<file path="config.mk">
export PLATFORM = sky130hd
export DESIGN_NAME = slv_route_bridge
export DESIGN_NICKNAME = d
export VERILOG_FILES = /design/src/rtl/slvbr_pkg.sv /design/src/rtl/slvbr_decode.sv /design/src/rtl/slvbr_lanes.sv /design/src/rtl/slv_route_bridge.sv
export SDC_FILE = /design/constraint.sdc
export NUM_CORES = 1
export LEC_CHECK = 0
export BUFFER_PORTS_ARGS = -buffer_cell sky130_fd_sc_hd__buf_2
export CAP_MARGIN = 20
export CORE_MARGIN = 2
export CORE_UTILIZATION = 33
export CTS_BUF_LIST = sky130_fd_sc_hd__clkbuf_8
export DETAILED_ROUTE_END_ITERATION = 10
export PLACE_DENSITY = 0.68
export SLEW_MARGIN = 20
export SYNTH_ARGS = -nofsm -noshare
export SYNTH_HDL_FRONTEND = slang
export SYNTH_SLANG_ARGS = --single-unit
</file>
<file path="constraint.sdc">
create_clock -name clk -period 6.1 [get_ports clk]
set_input_delay 0.915 -clock clk [delete_from_list [all_inputs] [get_ports clk]]
set_output_delay 0.915 -clock clk [all_outputs]
set_load 0.01 [all_outputs]
</file>
<file path="src/rtl/slvbr_pkg.sv">
package slvbr_pkg;

   localparam int P_LANES  = 4;
   localparam int P_LANE_W = 8;

   typedef enum logic [1:0] {TGT_CM, TGT_PHY, TGT_ROM} tgt_e;

   typedef enum logic [2:0] {
      RG_INIT  = 3'd0,
      RG_TXDMA = 3'd1,
      RG_BWG   = 3'd2,
      RG_RXDMA = 3'd3,
      RG_PHY   = 3'd4,
      RG_USER  = 3'd5
   } region_e;

   // region limits (exclusive upper bounds) inside the 16-bit window
   localparam logic [15:0] LIM_INIT  = 16'h0400;
   localparam logic [15:0] LIM_TXDMA = 16'h2400;
   localparam logic [15:0] LIM_BWG   = 16'h4000;
   localparam logic [15:0] LIM_RXDMA = 16'hC000;
   localparam logic [15:0] LIM_PHY   = 16'hE000;

   function automatic logic [1:0] low_lane(input logic [P_LANES-1:0] be);
      logic [1:0] r;
      r = 2'd0;
      for (int i = P_LANES - 1; i >= 0; i--)
         if (be[i]) r = 2'(i);
      return r;
   endfunction

   function automatic logic single_bit(input logic [P_LANES-1:0] be);
      return (be != '0) && ((be & (be - 1'b1)) == '0);
   endfunction

endpackage

</file>
<file path="src/rtl/slvbr_decode.sv">
module slvbr_decode
   import slvbr_pkg::*;
#(
   parameter int CM_AW  = 14,
   parameter int ROM_AW = 13,
   parameter int LANES  = 4,
   localparam int WIN_W = CM_AW + 2,
   localparam int HA_W  = WIN_W + 1
) (
   input  logic [HA_W-1:0]  addr,
   input  logic [LANES-1:0] be,
   input  logic             we,
   output tgt_e             tgt,
   output region_e          region,
   output logic             err
);

   logic [WIN_W-1:0] off;
   assign off = addr[WIN_W-1:0];

   always_comb begin
      if      (off < LIM_INIT)  region = RG_INIT;
      else if (off < LIM_TXDMA) region = RG_TXDMA;
      else if (off < LIM_BWG)   region = RG_BWG;
      else if (off < LIM_RXDMA) region = RG_RXDMA;
      else if (off < LIM_PHY)   region = RG_PHY;
      else                      region = RG_USER;
   end

   always_comb begin
      if (addr[HA_W-1]) begin
         tgt = TGT_ROM;
         err = we || (be == '0) || (off[WIN_W-1:ROM_AW] != '0);
      end else if (region == RG_PHY) begin
         tgt = TGT_PHY;
         err = we && !single_bit(be);
      end else begin
         tgt = TGT_CM;
         err = (off[1:0] != 2'b00) || (be != {LANES{1'b1}});
      end
   end

endmodule

</file>
<file path="src/rtl/slvbr_lanes.sv">
module slvbr_lanes #(
   parameter int LANES  = 4,
   parameter int LANE_W = 8,
   localparam int DW    = LANES * LANE_W,
   localparam int SEL_W = $clog2(LANES)
) (
   input  logic [SEL_W-1:0]  lane,
   input  logic [DW-1:0]     wdata,
   input  logic [LANE_W-1:0] byte_in,
   output logic [LANE_W-1:0] sel_byte,
   output logic [DW-1:0]     rep
);

   assign sel_byte = wdata[lane*LANE_W +: LANE_W];

   for (genvar g = 0; g < LANES; g++) begin : g_rep
      assign rep[g*LANE_W +: LANE_W] = byte_in;
   end

endmodule

</file>
<file path="src/rtl/slv_route_bridge.sv">
module slv_route_bridge
   import slvbr_pkg::*;
#(
   parameter int CM_AW  = 14,
   parameter int ROM_AW = 13,
   parameter int LANES  = 4,
   parameter int LANE_W = 8,
   localparam int DW    = LANES * LANE_W,
   localparam int WIN_W = CM_AW + 2,
   localparam int HA_W  = WIN_W + 1,
   localparam int PHY_AW = 13
) (
   input  logic              clk,
   input  logic              rst_n,
   input  logic              h_req,
   input  logic [HA_W-1:0]   h_addr,
   input  logic [LANES-1:0]  h_be,
   input  logic              h_we,
   input  logic [DW-1:0]     h_wdata,
   output logic              h_rdy,
   output logic              h_err,
   output logic [DW-1:0]     h_rdata,
   output logic              cm_req,
   output logic              cm_we,
   output logic [CM_AW-1:0]  cm_addr,
   output logic [2:0]        cm_region,
   output logic [DW-1:0]     cm_wdata,
   input  logic              cm_ack,
   input  logic [DW-1:0]     cm_rdata,
   output logic              phy_req,
   output logic              phy_we,
   output logic [PHY_AW-1:0] phy_addr,
   output logic [LANE_W-1:0] phy_wdata,
   input  logic              phy_ack,
   input  logic [LANE_W-1:0] phy_rdata,
   output logic              rom_req,
   output logic [ROM_AW-1:0] rom_addr,
   input  logic              rom_ack,
   input  logic [LANE_W-1:0] rom_rdata
);

   if (CM_AW != 14) begin : g_bad_cm
      $error("slv_route_bridge: region map needs CM_AW == 14");
   end
   if (LANES != P_LANES || LANE_W != P_LANE_W) begin : g_bad_lane
      $error("slv_route_bridge: lane geometry must match package");
   end
   if (ROM_AW < 3 || ROM_AW >= WIN_W) begin : g_bad_rom
      $error("slv_route_bridge: ROM_AW out of range");
   end

   typedef enum logic [2:0] {ST_IDLE, ST_CM, ST_PHY, ST_ROM, ST_RESP} st_e;

   st_e              st;
   logic [WIN_W-1:0] a_q;
   logic             we_q;
   logic [DW-1:0]    wd_q;
   logic [DW-1:0]    rd_q;
   logic             err_q;
   logic [1:0]       lane_q;
   logic [LANES-1:0] mask_q;
   logic [LANE_W-1:0] byte_q;
   region_e          region_q;

   tgt_e              d_tgt;
   region_e           d_region;
   logic              d_err;
   logic [1:0]        h_lane;
   logic [1:0]        rlane;
   logic [LANE_W-1:0] h_byte;
   logic [DW-1:0]     phy_rep;

   slvbr_decode #(.CM_AW(CM_AW), .ROM_AW(ROM_AW), .LANES(LANES)) u_dec (
      .addr   (h_addr),
      .be     (h_be),
      .we     (h_we),
      .tgt    (d_tgt),
      .region (d_region),
      .err    (d_err)
   );

   assign h_lane = low_lane(h_be);
   assign rlane  = low_lane(mask_q);

   slvbr_lanes #(.LANES(LANES), .LANE_W(LANE_W)) u_lanes (
      .lane     (h_lane),
      .wdata    (h_wdata),
      .byte_in  (phy_rdata),
      .sel_byte (h_byte),
      .rep      (phy_rep)
   );

   always_ff @(posedge clk or negedge rst_n) begin
      if (!rst_n) begin
         st       <= ST_IDLE;
         a_q      <= '0;
         we_q     <= 1'b0;
         wd_q     <= '0;
         rd_q     <= '0;
         err_q    <= 1'b0;
         lane_q   <= '0;
         mask_q   <= '0;
         byte_q   <= '0;
         region_q <= RG_INIT;
      end else begin
         unique case (st)
            ST_IDLE: if (h_req) begin
               a_q      <= h_addr[WIN_W-1:0];
               we_q     <= h_we;
               wd_q     <= h_wdata;
               rd_q     <= '0;
               lane_q   <= h_lane;
               mask_q   <= h_be;
               byte_q   <= h_byte;
               region_q <= d_region;
               err_q    <= d_err;
               if (d_err) st <= ST_RESP;
               else begin
                  unique case (d_tgt)
                     TGT_CM:  st <= ST_CM;
                     TGT_PHY: st <= ST_PHY;
                     default: st <= ST_ROM;
                  endcase
               end
            end
            ST_CM: if (cm_ack) begin
               if (!we_q) rd_q <= cm_rdata;
               st <= ST_RESP;
            end
            ST_PHY: if (phy_ack) begin
               if (!we_q) rd_q <= phy_rep;
               st <= ST_RESP;
            end
            ST_ROM: if (rom_ack) begin
               rd_q[rlane*LANE_W +: LANE_W] <= rom_rdata;
               mask_q[rlane] <= 1'b0;
               if ((mask_q & ~(LANES'(1) << rlane)) == '0) st <= ST_RESP;
            end
            default: st <= ST_IDLE;
         endcase
      end
   end

   assign h_rdy     = (st == ST_RESP);
   assign h_err     = (st == ST_RESP) && err_q;
   assign h_rdata   = rd_q;

   assign cm_req    = (st == ST_CM);
   assign cm_we     = we_q;
   assign cm_addr   = a_q[WIN_W-1:2];
   assign cm_region = region_q;
   assign cm_wdata  = wd_q;

   assign phy_req   = (st == ST_PHY);
   assign phy_we    = we_q;
   assign phy_addr  = {a_q[PHY_AW-1:2], lane_q};
   assign phy_wdata = byte_q;

   assign rom_req   = (st == ST_ROM);
   assign rom_addr  = {a_q[ROM_AW-1:2], rlane};

endmodule

</file>
Yosys cells after proc, flatten, opt, wreduce, memory -nomap -nowiden. Index checks and enable logic that the tools add are counted.

Word-level logic and storage cells: 102. Bits in registers: 102. Input bits: 108. Output and inout port bits: 122. Memories: 0. ROM bits: 0. Latch bits: 0. RAM bits: 0.

Multiply operators: 0. Muxes and demuxes: 38. Bitwise operators: 5. Magnitude comparators: 7. Divide/modulo/power cells: 0. Shift operators: 4. Reductions and logical operators: 22. Add/subtract/negate cells: 2. Eq/ne operators: 14.

Operators with widths (count): 32-bit 2-to-1 mux (6); 32-bit case mux with 4 select lines (1); 5-bit negation with 34-bit output (1); 8-bit by 34-bit variable shift with 32-bit output (first input constant) (1); 8-bit by 34-bit variable part select with 32-bit output (1); 32-bit bitwise mux (1); 16-bit less-than comparator (second input constant) (2); 32-bit by 6-bit variable part select with 8-bit output (1); 3-bit 2-to-1 mux (10); 2-bit 2-to-1 mux (9); 16-bit by 11-bit less-than comparator with 1-bit output (second input constant) (1); 16-bit by 14-bit less-than comparator with 1-bit output (second input constant) (1); 16-bit by 15-bit less-than comparator with 1-bit output (second input constant) (1); 4-bit bitwise AND (3); 4-bit logical NOT (3); 3-bit case mux with 4 select lines (1); 4-bit 2-to-1 mux (2); 2-bit by 1-bit inequality test with 1-bit output (second input constant) (4); 4-bit NOT (2); 4-bit case mux with 2 select lines (1); 4-bit nonzero test (2); 7-bit AND reduction (1); 3-bit by 2-bit equality test with 1-bit output (second input constant) (2); 3-bit equality test (second input constant) (2); 21 further kinds (33).

Depth between registers and ports, before layout.
Depth after elaboration: 14. Mapped depth: 9. Mapped depth without buffers: 9.

Modules after synthesis. From an unflattened synthesis, not the netlist that was laid out.

Cell total of the unflattened synthesis: 614. Area total of the unflattened synthesis: 5467.7 um^2.

By module, submodules not included: slv_route_bridge (area each 4892.2 um^2, seq. area each 2502.4 um^2, times used 1, cells an instance 548); slvbr_lanes (area each 436.7 um^2, seq. area each 0.0 um^2, times used 1, cells an instance 42); slvbr_decode (area each 138.9 um^2, seq. area each 0.0 um^2, times used 1, cells an instance 24).

Worst setup path after synthesis. Ideal clock, no wire load.

Path type: input port to flip-flop. Start: input h_be[3]. End: register byte_q[0] (netlist: phy_wdata[0]). Buffers on the path: 1. Library setup time: 125 ps. Data required time: 5975 ps. Cell stages on the path: 5. Path slack: 3633 ps. Data arrival time: 2342 ps. Path through: clkbuf_1 > a21oi_1 > nor2_4 > mux4_2 > mux2_2.

Word-level cells in the longest chain between the ends: 5.

RTL lines: start, declared (RTL line slv_route_bridge.sv:17) `input logic [LANES-1:0] h_be,`; 2-bit 2-to-1 mux (4 in a row) (RTL line slvbr_pkg.sv:28) `if (be[i]) r = 2'(i);`; 32-bit by 6-bit variable part select with 8-bit output (RTL line slvbr_lanes.sv:14) `assign sel_byte = wdata[lane*LANE_W +: LANE_W];`; end signal, assigned (RTL line slv_route_bridge.sv:114) `byte_q <= h_byte;`; end, declared (RTL line slv_route_bridge.sv:62) `logic [LANE_W-1:0] byte_q;`.

Every way passes these cells. A chain may end at the register's enable or synchronous reset.

Worst setup path in the final report.
Start: register st[2]. End: output rom_req.

Word-level cells in the longest chain between the ends: 1.

RTL lines: start, declared (RTL line slv_route_bridge.sv:54) `st_e st;`; start signal, assigned (RTL line slv_route_bridge.sv:95) `st <= ST_IDLE;`; start signal, assigned (RTL line slv_route_bridge.sv:117) `if (d_err) st <= ST_RESP;`; start signal, assigned (RTL line slv_route_bridge.sv:120) `TGT_CM: st <= ST_CM;`; 3-bit by 2-bit equality test with 1-bit output (RTL line slv_route_bridge.sv:159) `assign rom_req = (st == ST_ROM);`; end, declared (RTL line slv_route_bridge.sv:36) `output logic rom_req,`.

Every way passes these cells.

==> flow_summary.yaml <==
route:
  total_number_of_vias: 5063
  avgRoutedWirePerCell_um: 16.85
  antenna_violating_nets_post_route: 0
  drt-total-wl_mm: 16.89
  dr.pass1.iters: 6
  detailed_route_iter0_violations: 367
  drc: 0
  avgViaCountPerCell: 5.053
place:
  placed_cells: 985
  gp_congestion: 0.8687
  placement.io_buffers: 229
  post-dp-hpwl_mm: 12.44
  pre_cts_slack_ns: 3.007
  dpl_cell_area_um2: 6431
setup_path:
  timing.rr.end: "h_rdata[21]$_DFFE_PN0P_"
  path_max_fanout: 38
  critPathArrivalTime_ns: 2.02
  ff2ff_path_depth: 5
  critical_path_s_top_delay_family: "flip-flops"
  critical_register_to_register_path_startpoint: "st[1]$_DFFE_PN0P_"
  worst-setup-path-type: "register to output port"
  timing.critical_path.cells: "nand3b_1 > inv_1 > buf_2"
  critical_path.startpoint_type: "register"
  r2r_setup_slack_ns: 3.20
  critPathMaxStageDelay_ns: 0.81
  crit_path_top_delay_cell: "sky130_fd_sc_hd__dfrtp_2"
  critPathRequiredTime_ns: 5.18
  critPathBufInv: 2
  crit_path_end_kind: "output port"
floorplanning:
  die-width_um: 130.7
  row_count: 46
  initial_utilization_pct: 33.62
  die_y_extent_um: 130.7
  fp.coreArea_um2: 15770
  die_area_um2: 17090
  ios: 230
power_and_ir_drop:
  report.power.total_mw: 1.772
  total_leakage_power_nw: 3.397
  power.ir.vdd_worst_mv: 0.1376
  power_density_nw_per_um2: 267.0
hold_path:
  whs_path_depth: 2
  min_from: "cm_wdata[17]$_DFFE_PN0P_"
  hold_crit_path_type: "register to register"
  whs_endpoint: "cm_wdata[17]$_DFFE_PN0P_"
timing:
  post-route-period-util_pct: 48.17
  setup-tns-final_ns: 0
  final_max_slew_viol_count: 0
  slew-limit-headroom_pct: 38.10
  max_slew.worst_pin.slew_ns: 0.9283
  timing.final.setup_violations: 0
  fin_crit_ns: 2.938
  setup_slack_after_layout_ns: 3.162
  rsz0062_at_grt: "no"
  clock-skew-final_ns: 0.02516
  max_freq_mhz: 340.3
  final_hold_viol_count: 0
synthesis:
  synth-edff-count: 0
  synth.yosys.warnings: 0
  avg_inst_size_synth_um2: 8.925
  yosys_register_bits: 100
  postSynth.topFlopCell: "sky130_fd_sc_hd__dfrtp_1"
  post_synthesis_instance_total: 594
  synth_area_um2: 5301
  ys_types: 52
  seq_total_area_yosys_pct: 47.20
  synth_fp_nets: 709
  async_flop_share_pct: 100.0
grt:
  grt_max_degree: 65
  globalRoute.totalOverflow: 0
  number_of_antenna_violations_at_the_first_check_in_global_routing: 3
  first_global_vias: 4555
  grt_use_total_pct: 19.19
  grt_first_pass_wirelength_mm: 24.80
finish:
  layout.nets: 895
  area.growth.synth_to_final_pct: 25.18
  fill_cells: 1623
  stdcell_count: 1002
  finish.instance_area_um2: 6636
  layout.cells.most_common_list: "228 x sky130_fd_sc_hd__buf_2, 213 x sky130_fd_sc_hd__nand2_1, 99 x sky130_fd_sc_hd__dfrtp_1, 47 x sky130_fd_sc_hd__a21oi_1, 20 x sky130_fd_sc_hd__o21ai_0"
  share_of_cells_above_drive_strength_1_pct: 35.41
  layout.cells.most_common: "sky130_fd_sc_hd__buf_2"
clocking:
  clockRootBuffer: "sky130_fd_sc_hd__clkbuf_8"
  clkTransAtPathRegs_ns: 0.13
  clock_insertion_delay_worst_skew_ns: 0.39
  cts_resized: 0
  post_cts_buffers: 0
  cts_max_level: 3
  clock_tree.buffer_depth: 2
  cts_hold_buf: 0
  cts_made_buffers: 9
  cts_sinks: 100
  cts_tree: "yes"
status:
  run_status: "finished clean"
run:
  max_cap_viol_count: 0
-- synthesized netlist by cell type, types with 3 or more instances --
master	n	area share, %
sky130_fd_sc_hd__inv_1	10	0.71
sky130_fd_sc_hd__nand2b_1	4	0.47
sky130_fd_sc_hd__a21oi_1	47	4.4
sky130_fd_sc_hd__a21o_1	13	1.8
sky130_fd_sc_hd__dfrtp_1	100	47
sky130_fd_sc_hd__nor2b_1	4	0.47
sky130_fd_sc_hd__nor2_1	19	1.3
sky130_fd_sc_hd__buf_2	6	0.57
sky130_fd_sc_hd__and3_1	3	0.35
sky130_fd_sc_hd__o2bb2ai_1	9	1.5
sky130_fd_sc_hd__clkbuf_1	24	1.7
sky130_fd_sc_hd__mux2_2	8	1.7
sky130_fd_sc_hd__a221oi_1	8	1.3
sky130_fd_sc_hd__mux4_2	8	3.4
sky130_fd_sc_hd__o21ai_0	20	1.9
sky130_fd_sc_hd__a221o_1	18	3.4
sky130_fd_sc_hd__buf_4	23	3.3
sky130_fd_sc_hd__nand3b_1	4	0.57
sky130_fd_sc_hd__nand2_1	213	15
sky130_fd_sc_hd__nand3_1	3	0.28
sky130_fd_sc_hd__ha_1	7	1.7
-- state kept, by name, summed over array words and instances, names as in the netlist, 2 cells and up --
signal     cells
a_q           14
phy_wdata      8
st             3
h_rdata       32
cm_wdata      32
lane_q         2
cm_region      3
mask_q         4
-- power breakdown --
| group | leakage (nW) | internal (mW) | switching (mW) |
|---|---|---|---|
| logic | 2.02 | 0.205 | 0.298 |
| clock network | 0.0993 | 0.171 | 0.263 |
| registers | 1.28 | 0.759 | 0.0758 |
| total | 3.40 | 1.13 | 0.637 |
-- worst max-delay path by stage --
stage / cells after the start / slack [ns] / startpoint / to
floorplan: 5 / 3.63 / h_be[3] / phy_wdata[0]$_DFFE_PN0P_
CTS: 3 / 2.80 / st[2]$_DFFE_PN0P_ / rom_req
global route: 5 / 2.96 / st[1]$_DFFE_PN0P_ / h_rdata[22]$_DFFE_PN0P_
detailed placement: 4 / 3.01 / st[0]$_DFFE_PN0P_ / h_rdata[22]$_DFFE_PN0P_
global placement: 4 / 3.07 / st[0]$_DFFE_PN0P_ / h_rdata[23]$_DFFE_PN0P_
finish: 3 / 3.16 / st[2]$_DFFE_PN0P_ / rom_req
-- worst min-delay path, stage by stage, from the launching register on --
cell                      delay [ns]
sky130_fd_sc_hd__dfrtp_1        0.36
sky130_fd_sc_hd__nand2_1        0.05
sky130_fd_sc_hd__nand2_1        0.05
-- kinds of logic (layout without fill, tap and decap cells) --
| logic type | after synthesis | count (layout) | share of synthesized area [%] |
|---|---|---|---|
| AO/OA/AOI/OAI | 136 | 136 | 17.77 |
| XOR/XNOR | 1 | 1 | 0.1652 |
| adder cells (fa/ha/maj) | 7 | 7 | 1.652 |
| buffers and inverters | 68 | 259 | 6.892 |
| flip-flops | 100 | 100 | 47.20 |
| multiplexers | 18 | 18 | 5.476 |
| other | 0 | 1 | 0 |
| AND/OR/NAND/NOR | 264 | 264 | 20.84 |
-- stage by stage --
| stage | util, % | hold WS [ns] |
|---|---|---|
| floorplan | - | 0.4423 |
| global placement | 40.78 | 0.4536 |
| detailed placement | 40.78 | 0.4566 |
| CTS | 42.03 | 0.4868 |
| global route | 42.07 | 0.5066 |
| finish | 42.08 | 0.4812 |
-- layer usage --
layer | wire length, µm | share of wire, % | GRT usage, % | up-vias
li1 | - | - | - | 2387
met1 | 7145 | 42 | 25.90 | 2361
met2 | 7342 | 43 | 28.65 | 287
met3 | 2075 | 12 | 7.166 | 24
met4 | 296 | 1.8 | 6.258 | 4
met5 | 26 | 0.15 | 0 | -
-- area by class of cell --
| cell class | instances | area, µm² | area share, % |
|---|---|---|---|
| antenna | 1 | 2.502 | 0.03771 |
| tap | 216 | 270.3 | 4.072 |
| timing repair buffer | 233 | 1179 | 17.76 |
| clock buffer | 10 | 137.6 | 2.074 |
| sequential | 100 | 2504 | 37.73 |
| multi-input combinational | 426 | 2447 | 36.88 |
| clock inverter | 6 | 58.81 | 0.8861 |
| inverter | 10 | 37.54 | 0.5656 |
No activity file was read; power rests on OpenSTA's default activity.
